$ cat src/rtl/dac_seq_pkg.sv
package dac_seq_pkg;

  typedef enum logic [2:0] {
    SEL_DATA   = 3'd0,
    SEL_CTRL   = 3'd1,
    SEL_SUPPLY = 3'd2,
    SEL_RESET  = 3'd7
  } sel_e;

  localparam int          CMD_W     = 24;
  localparam logic [15:0] RESET_KEY = 16'h0001;

  // word layout: select[23:21] channel[20:19] zero[18:16] payload[15:0]
  function automatic logic [CMD_W-1:0] mk_cmd(sel_e s, logic [1:0] ch, logic [15:0] pl);
    return {s, ch, 3'b000, pl};
  endfunction

  // control payload: range[2:0], internal-enable[3], supply-enable[4], output-enable[5]
  function automatic logic [15:0] ctrl_payload(logic [2:0] rng, logic oe);
    return {10'b0, oe, 1'b1, 1'b1, rng};
  endfunction

  // bipolar ranges (bit 2 set) rest at midscale, unipolar at zero scale
  function automatic logic [15:0] zero_point(logic [2:0] rng);
    return rng[2] ? 16'h8000 : 16'h0000;
  endfunction

endpackage

$ cat src/rtl/dac_seq_settle.sv
module dac_seq_settle #(
  parameter int unsigned CYC = 25000
) (
  input  logic clk,
  input  logic rst,
  input  logic start,
  output logic expired
);
  localparam int W = (CYC < 2) ? 1 : $clog2(CYC + 1);

  logic [W-1:0] cnt;
  logic         run;

  always_ff @(posedge clk) begin
    if (rst) begin
      cnt     <= '0;
      run     <= 1'b0;
      expired <= 1'b0;
    end else begin
      expired <= 1'b0;
      if (start) begin
        run <= 1'b1;
        cnt <= W'(CYC - 1);
      end else if (run) begin
        if (cnt == '0) begin
          run     <= 1'b0;
          expired <= 1'b1;
        end else begin
          cnt <= cnt - W'(1);
        end
      end
    end
  end

  p_count_bound_r5: assert property (@(posedge clk) disable iff (rst)
    run |-> (cnt <= W'(CYC - 1)));
  p_expire_after_run_r5: assert property (@(posedge clk) disable iff (rst)
    expired |-> $past(run));
  p_start_when_idle_r5: assert property (@(posedge clk) disable iff (rst)
    start |-> !run);

endmodule

$ cat src/rtl/dac_seq_cmd_port.sv
module dac_seq_cmd_port
  import dac_seq_pkg::*;
(
  input  logic             clk,
  input  logic             rst,
  input  logic             send,
  input  logic [CMD_W-1:0] word_in,
  output logic             ack,
  output logic             cmd_valid,
  output logic [CMD_W-1:0] cmd_word,
  input  logic             cmd_ready,
  input  logic             cmd_done
);
  typedef enum logic [1:0] {P_IDLE, P_HOLD, P_WAIT} pst_e;
  pst_e st;

  always_ff @(posedge clk) begin
    if (rst) begin
      st        <= P_IDLE;
      cmd_valid <= 1'b0;
      cmd_word  <= '0;
      ack       <= 1'b0;
    end else begin
      ack <= 1'b0;
      case (st)
        P_IDLE: if (send) begin
          cmd_word  <= word_in;
          cmd_valid <= 1'b1;
          st        <= P_HOLD;
        end
        P_HOLD: if (cmd_ready) begin
          cmd_valid <= 1'b0;
          st        <= P_WAIT;
        end
        P_WAIT: if (cmd_done) begin
          ack <= 1'b1;
          st  <= P_IDLE;
        end
        default: st <= P_IDLE;
      endcase
    end
  end

  p_hold_word_r6: assert property (@(posedge clk) disable iff (rst)
    (cmd_valid && !cmd_ready) |=> (cmd_valid && $stable(cmd_word)));
  p_send_only_idle_r6: assert property (@(posedge clk) disable iff (rst)
    send |-> (st == P_IDLE));

endmodule

$ cat src/rtl/dac_setup_seq.sv
module dac_setup_seq
  import dac_seq_pkg::*;
#(
  parameter int unsigned CLK_HZ     = 125_000_000,
  parameter int unsigned SETTLE_US  = 200,
  parameter int          NCH        = 4,
  parameter logic [15:0] SUPPLY_CFG = 16'h0123,
  localparam int         CH_W       = (NCH < 2) ? 1 : $clog2(NCH)
) (
  input  logic             clk,
  input  logic             rst,
  input  logic             bringup_start,
  input  logic             range_start,
  input  logic [CH_W-1:0]  chan_sel,
  input  logic [2:0]       range_code,
  input  logic [15:0]      data_code,
  output logic             cmd_valid,
  output logic [CMD_W-1:0] cmd_word,
  input  logic             cmd_ready,
  input  logic             cmd_done,
  output logic             busy,
  output logic             done,
  output logic             err,
  output logic [NCH-1:0]   chan_enabled
);
  localparam int unsigned SETTLE_CYC =
    32'((64'(CLK_HZ) * 64'(SETTLE_US) + 64'd999_999) / 64'd1_000_000);

  typedef enum logic [3:0] {
    S_IDLE, S_RST, S_SUP, S_CTRL0, S_DATA, S_SETTLE, S_CTRL1,
    S_RZERO, S_RCTRL0, S_RDATA, S_RSETTLE, S_RCTRL1
  } st_e;

  st_e              st;
  logic             pend;
  logic [CH_W-1:0]  ch_q;
  logic [2:0]       rng_lat;
  logic [15:0]      data_lat;
  logic [2:0]       range_q [NCH];
  logic             bring_ok;
  logic             send, ack, expired, tmr_start, last_ch, cmd_state;
  logic [CMD_W-1:0] word;

  assign last_ch   = (ch_q == CH_W'(NCH - 1));
  assign cmd_state = !(st inside {S_IDLE, S_SETTLE, S_RSETTLE});
  assign send      = cmd_state && !pend;
  assign tmr_start = ack && ((st == S_DATA && last_ch) || st == S_RDATA);

  always_comb begin
    case (st)
      S_RST:    word = mk_cmd(SEL_RESET, 2'd0, RESET_KEY);
      S_SUP:    word = mk_cmd(SEL_SUPPLY, 2'd0, SUPPLY_CFG);
      S_CTRL0,
      S_RCTRL0: word = mk_cmd(SEL_CTRL, 2'(ch_q), ctrl_payload(rng_lat, 1'b0));
      S_DATA,
      S_RDATA:  word = mk_cmd(SEL_DATA, 2'(ch_q), data_lat);
      S_CTRL1,
      S_RCTRL1: word = mk_cmd(SEL_CTRL, 2'(ch_q), ctrl_payload(rng_lat, 1'b1));
      S_RZERO:  word = mk_cmd(SEL_DATA, 2'(ch_q), zero_point(range_q[ch_q]));
      default:  word = '0;
    endcase
  end

  always_ff @(posedge clk) begin
    if (rst) begin
      st           <= S_IDLE;
      pend         <= 1'b0;
      ch_q         <= '0;
      rng_lat      <= '0;
      data_lat     <= '0;
      bring_ok     <= 1'b0;
      busy         <= 1'b0;
      done         <= 1'b0;
      err          <= 1'b0;
      chan_enabled <= '0;
      for (int i = 0; i < NCH; i++) range_q[i] <= '0;
    end else begin
      done <= 1'b0;
      if (ack)       pend <= 1'b0;
      else if (send) pend <= 1'b1;
      case (st)
        S_IDLE: begin
          if (bringup_start) begin
            st           <= S_RST;
            busy         <= 1'b1;
            err          <= 1'b0;
            rng_lat      <= range_code;
            data_lat     <= data_code;
            chan_enabled <= '0;
            bring_ok     <= 1'b0;
            ch_q         <= '0;
          end else if (range_start) begin
            if (bring_ok) begin
              st       <= S_RZERO;
              busy     <= 1'b1;
              err      <= 1'b0;
              ch_q     <= chan_sel;
              rng_lat  <= range_code;
              data_lat <= data_code;
            end else begin
              err <= 1'b1;
            end
          end
        end
        S_RST: if (ack) st <= S_SUP;
        S_SUP: if (ack) begin
          st   <= S_CTRL0;
          ch_q <= '0;
        end
        S_CTRL0: if (ack) begin
          range_q[ch_q] <= rng_lat;
          if (last_ch) begin
            ch_q <= '0;
            st   <= S_DATA;
          end else ch_q <= ch_q + CH_W'(1);
        end
        S_DATA: if (ack) begin
          if (last_ch) begin
            ch_q <= '0;
            st   <= S_SETTLE;
          end else ch_q <= ch_q + CH_W'(1);
        end
        S_SETTLE: if (expired) st <= S_CTRL1;
        S_CTRL1: if (ack) begin
          chan_enabled[ch_q] <= 1'b1;
          if (last_ch) begin
            st       <= S_IDLE;
            busy     <= 1'b0;
            done     <= 1'b1;
            bring_ok <= 1'b1;
          end else ch_q <= ch_q + CH_W'(1);
        end
        S_RZERO: if (ack) st <= S_RCTRL0;
        S_RCTRL0: if (ack) begin
          chan_enabled[ch_q] <= 1'b0;
          range_q[ch_q]      <= rng_lat;
          st                 <= S_RDATA;
        end
        S_RDATA:   if (ack) st <= S_RSETTLE;
        S_RSETTLE: if (expired) st <= S_RCTRL1;
        S_RCTRL1: if (ack) begin
          chan_enabled[ch_q] <= 1'b1;
          st                 <= S_IDLE;
          busy               <= 1'b0;
          done               <= 1'b1;
        end
        default: st <= S_IDLE;
      endcase
    end
  end

  dac_seq_cmd_port u_port (
    .clk      (clk),
    .rst      (rst),
    .send     (send),
    .word_in  (word),
    .ack      (ack),
    .cmd_valid(cmd_valid),
    .cmd_word (cmd_word),
    .cmd_ready(cmd_ready),
    .cmd_done (cmd_done)
  );

  dac_seq_settle #(.CYC(SETTLE_CYC)) u_settle (
    .clk    (clk),
    .rst    (rst),
    .start  (tmr_start),
    .expired(expired)
  );

  p_idle_quiet_r8: assert property (@(posedge clk) disable iff (rst)
    !busy |-> !cmd_valid);
  p_done_ends_busy_r10: assert property (@(posedge clk) disable iff (rst)
    done |-> (!busy && $past(busy)));
  p_reject_early_range_r9: assert property (@(posedge clk) disable iff (rst)
    (st == S_IDLE && !bringup_start && range_start && !bring_ok) |=> (!busy && err));
  p_enable_after_wait_r5: assert property (@(posedge clk) disable iff (rst)
    (st inside {S_SETTLE, S_RSETTLE} && !expired) |=> (st inside {S_SETTLE, S_RSETTLE}));

endmodule

$ cat config.mk
export PLATFORM = sky130hd
export DESIGN_NAME = dac_setup_seq
export DESIGN_NICKNAME = d
export VERILOG_FILES = /design/src/rtl/dac_seq_pkg.sv /design/src/rtl/dac_seq_settle.sv /design/src/rtl/dac_seq_cmd_port.sv /design/src/rtl/dac_setup_seq.sv
export SDC_FILE = /design/constraint.sdc
export NUM_CORES = 1
export LEC_CHECK = 0
export ABC_AREA = 1
export BUFFER_PORTS_ARGS = -buffer_cell sky130_fd_sc_hd__buf_2
export CORE_MARGIN = 3
export CORE_UTILIZATION = 25
export DETAILED_ROUTE_END_ITERATION = 16
export PLACE_DENSITY = 0.41
export SYNTH_ARGS = -nofsm -noshare
export SYNTH_HDL_FRONTEND = slang
export SYNTH_SLANG_ARGS = --single-unit
$ cat constraint.sdc
create_clock -name clk -period 2.45 [get_ports clk]
set_input_delay 0.3675 -clock clk [delete_from_list [all_inputs] [get_ports clk]]
set_output_delay 0.3675 -clock clk [all_outputs]
set_load 0.03 [all_outputs]
==> results.yml <==
die:
  rows: 46
  initial_core_util_pct: 25.6
  die_y_um: 134
  fp.dieW_um: 134
  core_um2: 15900
  die_area_um2: 17900
  boundaryPins: 59
clock_network:
  clk_pin_slew_ps: 60
  ctsResizeCount: 0
  cts_hold_buf: 0
  clk_path_buf_depth: 2
  cts_root_buffer: "clkbuf_16"
  cts_sinks: 82
  cts_made_buffers: 9
  cts_setup_buffers: 0
  cts_tree: "built"
  ctsHtreeMaxLevel: 3
  clock_latency_ps: 340
timing:
  tightest_slew_ps: 588
  layout_min_cycle_time_ps: 2030
  setup_viol: 0
  skew_ps: 6.24
  hold_violations: 0
  fmaxAchievable_ghz: 0.493
  slew_violations: 0
  rsz0062_at_grt: "false"
  whs_ps: 247
  setup_tns_ps: 0
  period_share_pct: 82.7
  relSlewSlack_pct: 60.8
synth:
  syn_avg_cell_area_um2: 6.90
  synthSimpleGateAreaFrac_pct: 33.5
  synth_cell_type_count: 35
  synth_seq_cells: 82
  synth_xor_area_share_pct: 1.29
  netlist_instances: 592
  ys_warn_count: 0
  synth_mux_area_share_pct: 0
  synth_compound_area_share_pct: 13.2
  ys_seq_area_share_pct: 41.2
  synth_fa_ha_area_share_pct: 1.84
  synth_top_family_by_area: "simple AND/OR/NAND/NOR gates"
  netlist_area_um2: 4080
layout:
  diodes: 0
  fillers: 1803
  final_cell_mix: "nand2_1 (132), nor2_1 (91), dfxtp_1 (78)"
  drive_above_1_share_pct: 15.4
  nets: 677
  area_growth_pct: 18.0
  mostFrequentLayoutCell: "nand2_1"
critical_path:
  cpPeakStageDelay_ps: 370
  cp_top_family: "simple AND/OR/NAND/NOR gates"
  crit_chain: "nor2_1 -> nand2_1 -> nand2_1 -> nand2_1 -> nor2_1 -> nand2_1 -> nand2_1"
  path_class: "reg -> reg"
  worstSetupStartpointType: "flop"
  cp_max_fo: 7
  cp_common_cell: "nand2_1"
  crit_arrival_ps: 2080
  crit_path_end_kind: "flop"
  cp_slowest_cell: "dfxtp_1"
  cp.required_ps: 2500
  crit_buf_inv: 0
drt:
  first_pass_iters: 4
  drcViolationCount: 0
  finalWirelength_um: 11400
  vias_per_cell: 4.46
  wl_per_cell_um: 13.2
  num_vias: 3859
  first_iter_violations: 177
  antenna_left: 0
pwr:
  powerDensity_nw_per_um2: 1040
  comb_power_share_pct: 39.2
  vdd_drop_max_mv: 0.360
  intPower_mw: 2.89
  switching_share_pct: 42.4
  power_frac_seq_pct: 34.9
  clkPwrFrac_pct: 25.9
  power.leakage_nw: 2.23
  switchingPower_mw: 2.13
flow_run:
  maxCapViolCount: 0
grt:
  antenna_found_initial: 0
  grt_start_max_net_pins: 31
  gr-total-overflow: 0
  track_usage_pct: 13.1
  grt_pass1_wl_um: 18600
  grt_pass1_vias: 3685
place:
  port_buffers: 55
  hpwl_um: 8380
  gp_congestion: 0.838
status:
  outcome: "completed"
worst_hold_path:
  hp-class: "in -> reg"
## worst paths after layout
path                    from  cells after the start               to  slack [ps]
max                    st[1]                      7    range_q[2][2]         420
min             data_code[7]                      3      data_lat[7]         250
max reg2reg            st[1]                      7    range_q[2][2]         420
min reg2reg  chan_enabled[0]                      2  chan_enabled[0]         440
## worst min-delay path, stage by stage
cell	delay [ps]
buf_2	70
nor2_1	30
nor2_1	80
## power groups by stage
stage	Sequential (mW)	Combinational, mW	Clock (mW)
after floorplan	1.91	1.37	0
after global routing	1.79	2.24	1.40
final	1.75	1.97	1.30
after detailed placement	1.78	1.99	0
after global placement	1.78	2.00	0
after CTS	1.75	2.00	1.36
## metal layers
layer | part of all wire (%) | track usage, %
met1 | 49 | 17.2
met2 | 46 | 21.0
met3 | 4.6 | 4.09
met4 | 0.99 | 2.97
met5 | 0 | 0
## cell families after synthesis
| group | count (synthesis) |
|---|---|
| AOI/OAI and AO/OA | 103 |
| xor gates and xnor gates | 6 |
| adders and majority gates | 6 |
| buffers and inverters | 81 |
| DFF | 82 |
| other | 1 |
| and+or+nand+nor | 313 |
## cell usage after synthesis
master | n | area [um2]
clkbuf_1 | 6 | 22.5
o21bai_1 | 3 | 22.5
clkbuf_8 | 1 | 13.8
o21ai_1 | 1 | 5.00
edfxtp_1 | 4 | 120
nor3_1 | 9 | 45.0
nand3_1 | 55 | 275
nor2_1 | 91 | 342
buf_2 | 3 | 15.0
nor2_4 | 3 | 33.8
a31oi_1 | 1 | 6.26
nand3b_1 | 2 | 15.0
nor2_2 | 4 | 25.0
nand3_2 | 3 | 30.0
clkbuf_2 | 1 | 5.00
o22ai_1 | 3 | 18.8
dfxtp_1 | 78 | 1560
nand2_2 | 3 | 18.8
nor4_1 | 1 | 6.26
inv_2 | 9 | 33.8
o211ai_1 | 2 | 15.0
inv_1 | 50 | 188
ha_1 | 6 | 75.1
nand3_4 | 1 | 17.5
a211oi_1 | 3 | 22.5
conb_1 | 1 | 3.75
xor2_1 | 6 | 52.6
o21ai_0 | 46 | 230
buf_6 | 1 | 11.3
nor3b_1 | 1 | 7.51
buf_4 | 10 | 75.1
nand2_1 | 132 | 495
nand2_4 | 1 | 11.3
nand4_1 | 7 | 43.8
a21oi_1 | 44 | 220
## registers in the layout, indices dropped and copies added, names as in the netlist, 2 cells and up, named ones only
name,count
range_q,4
chan_enabled,4
u_settle.cnt,15
u_port.st,2
data_lat,16
u_port.cmd_word,21
rng_lat,3
ch_q,2
st,4
## metrics by stage
stage / cells / utilization (%) / area (um2) / total power, mW / setup WS, ps
2_1_floorplan: 594 / - / 4090 / 3.27 / 879
3_3_place_gp: 849 / 28.5 / 4540 / 3.78 / 442
3_5_place_dp: 849 / 28.5 / 4540 / 3.77 / 444
4_1_cts: 865 / 30.2 / 4820 / 5.11 / 416
5_1_grt: 865 / 30.2 / 4820 / 5.43 / 240
6_report: 865 / 30.2 / 4820 / 5.03 / 423
## cell type report
type | instances | area, um2 | area share (%)
Multi-Input combinational cell | 431 | 2050 | 42.4
Sequential cell | 82 | 1680 | 34.9
Timing Repair Buffer | 61 | 320 | 6.65
Tap cell | 216 | 270 | 5.61
Clock buffer | 11 | 254 | 5.27
Inverter | 59 | 221 | 4.60
Clock inverter | 5 | 26.3 | 0.545
Note: power is estimated with default switching activity, not from simulation.
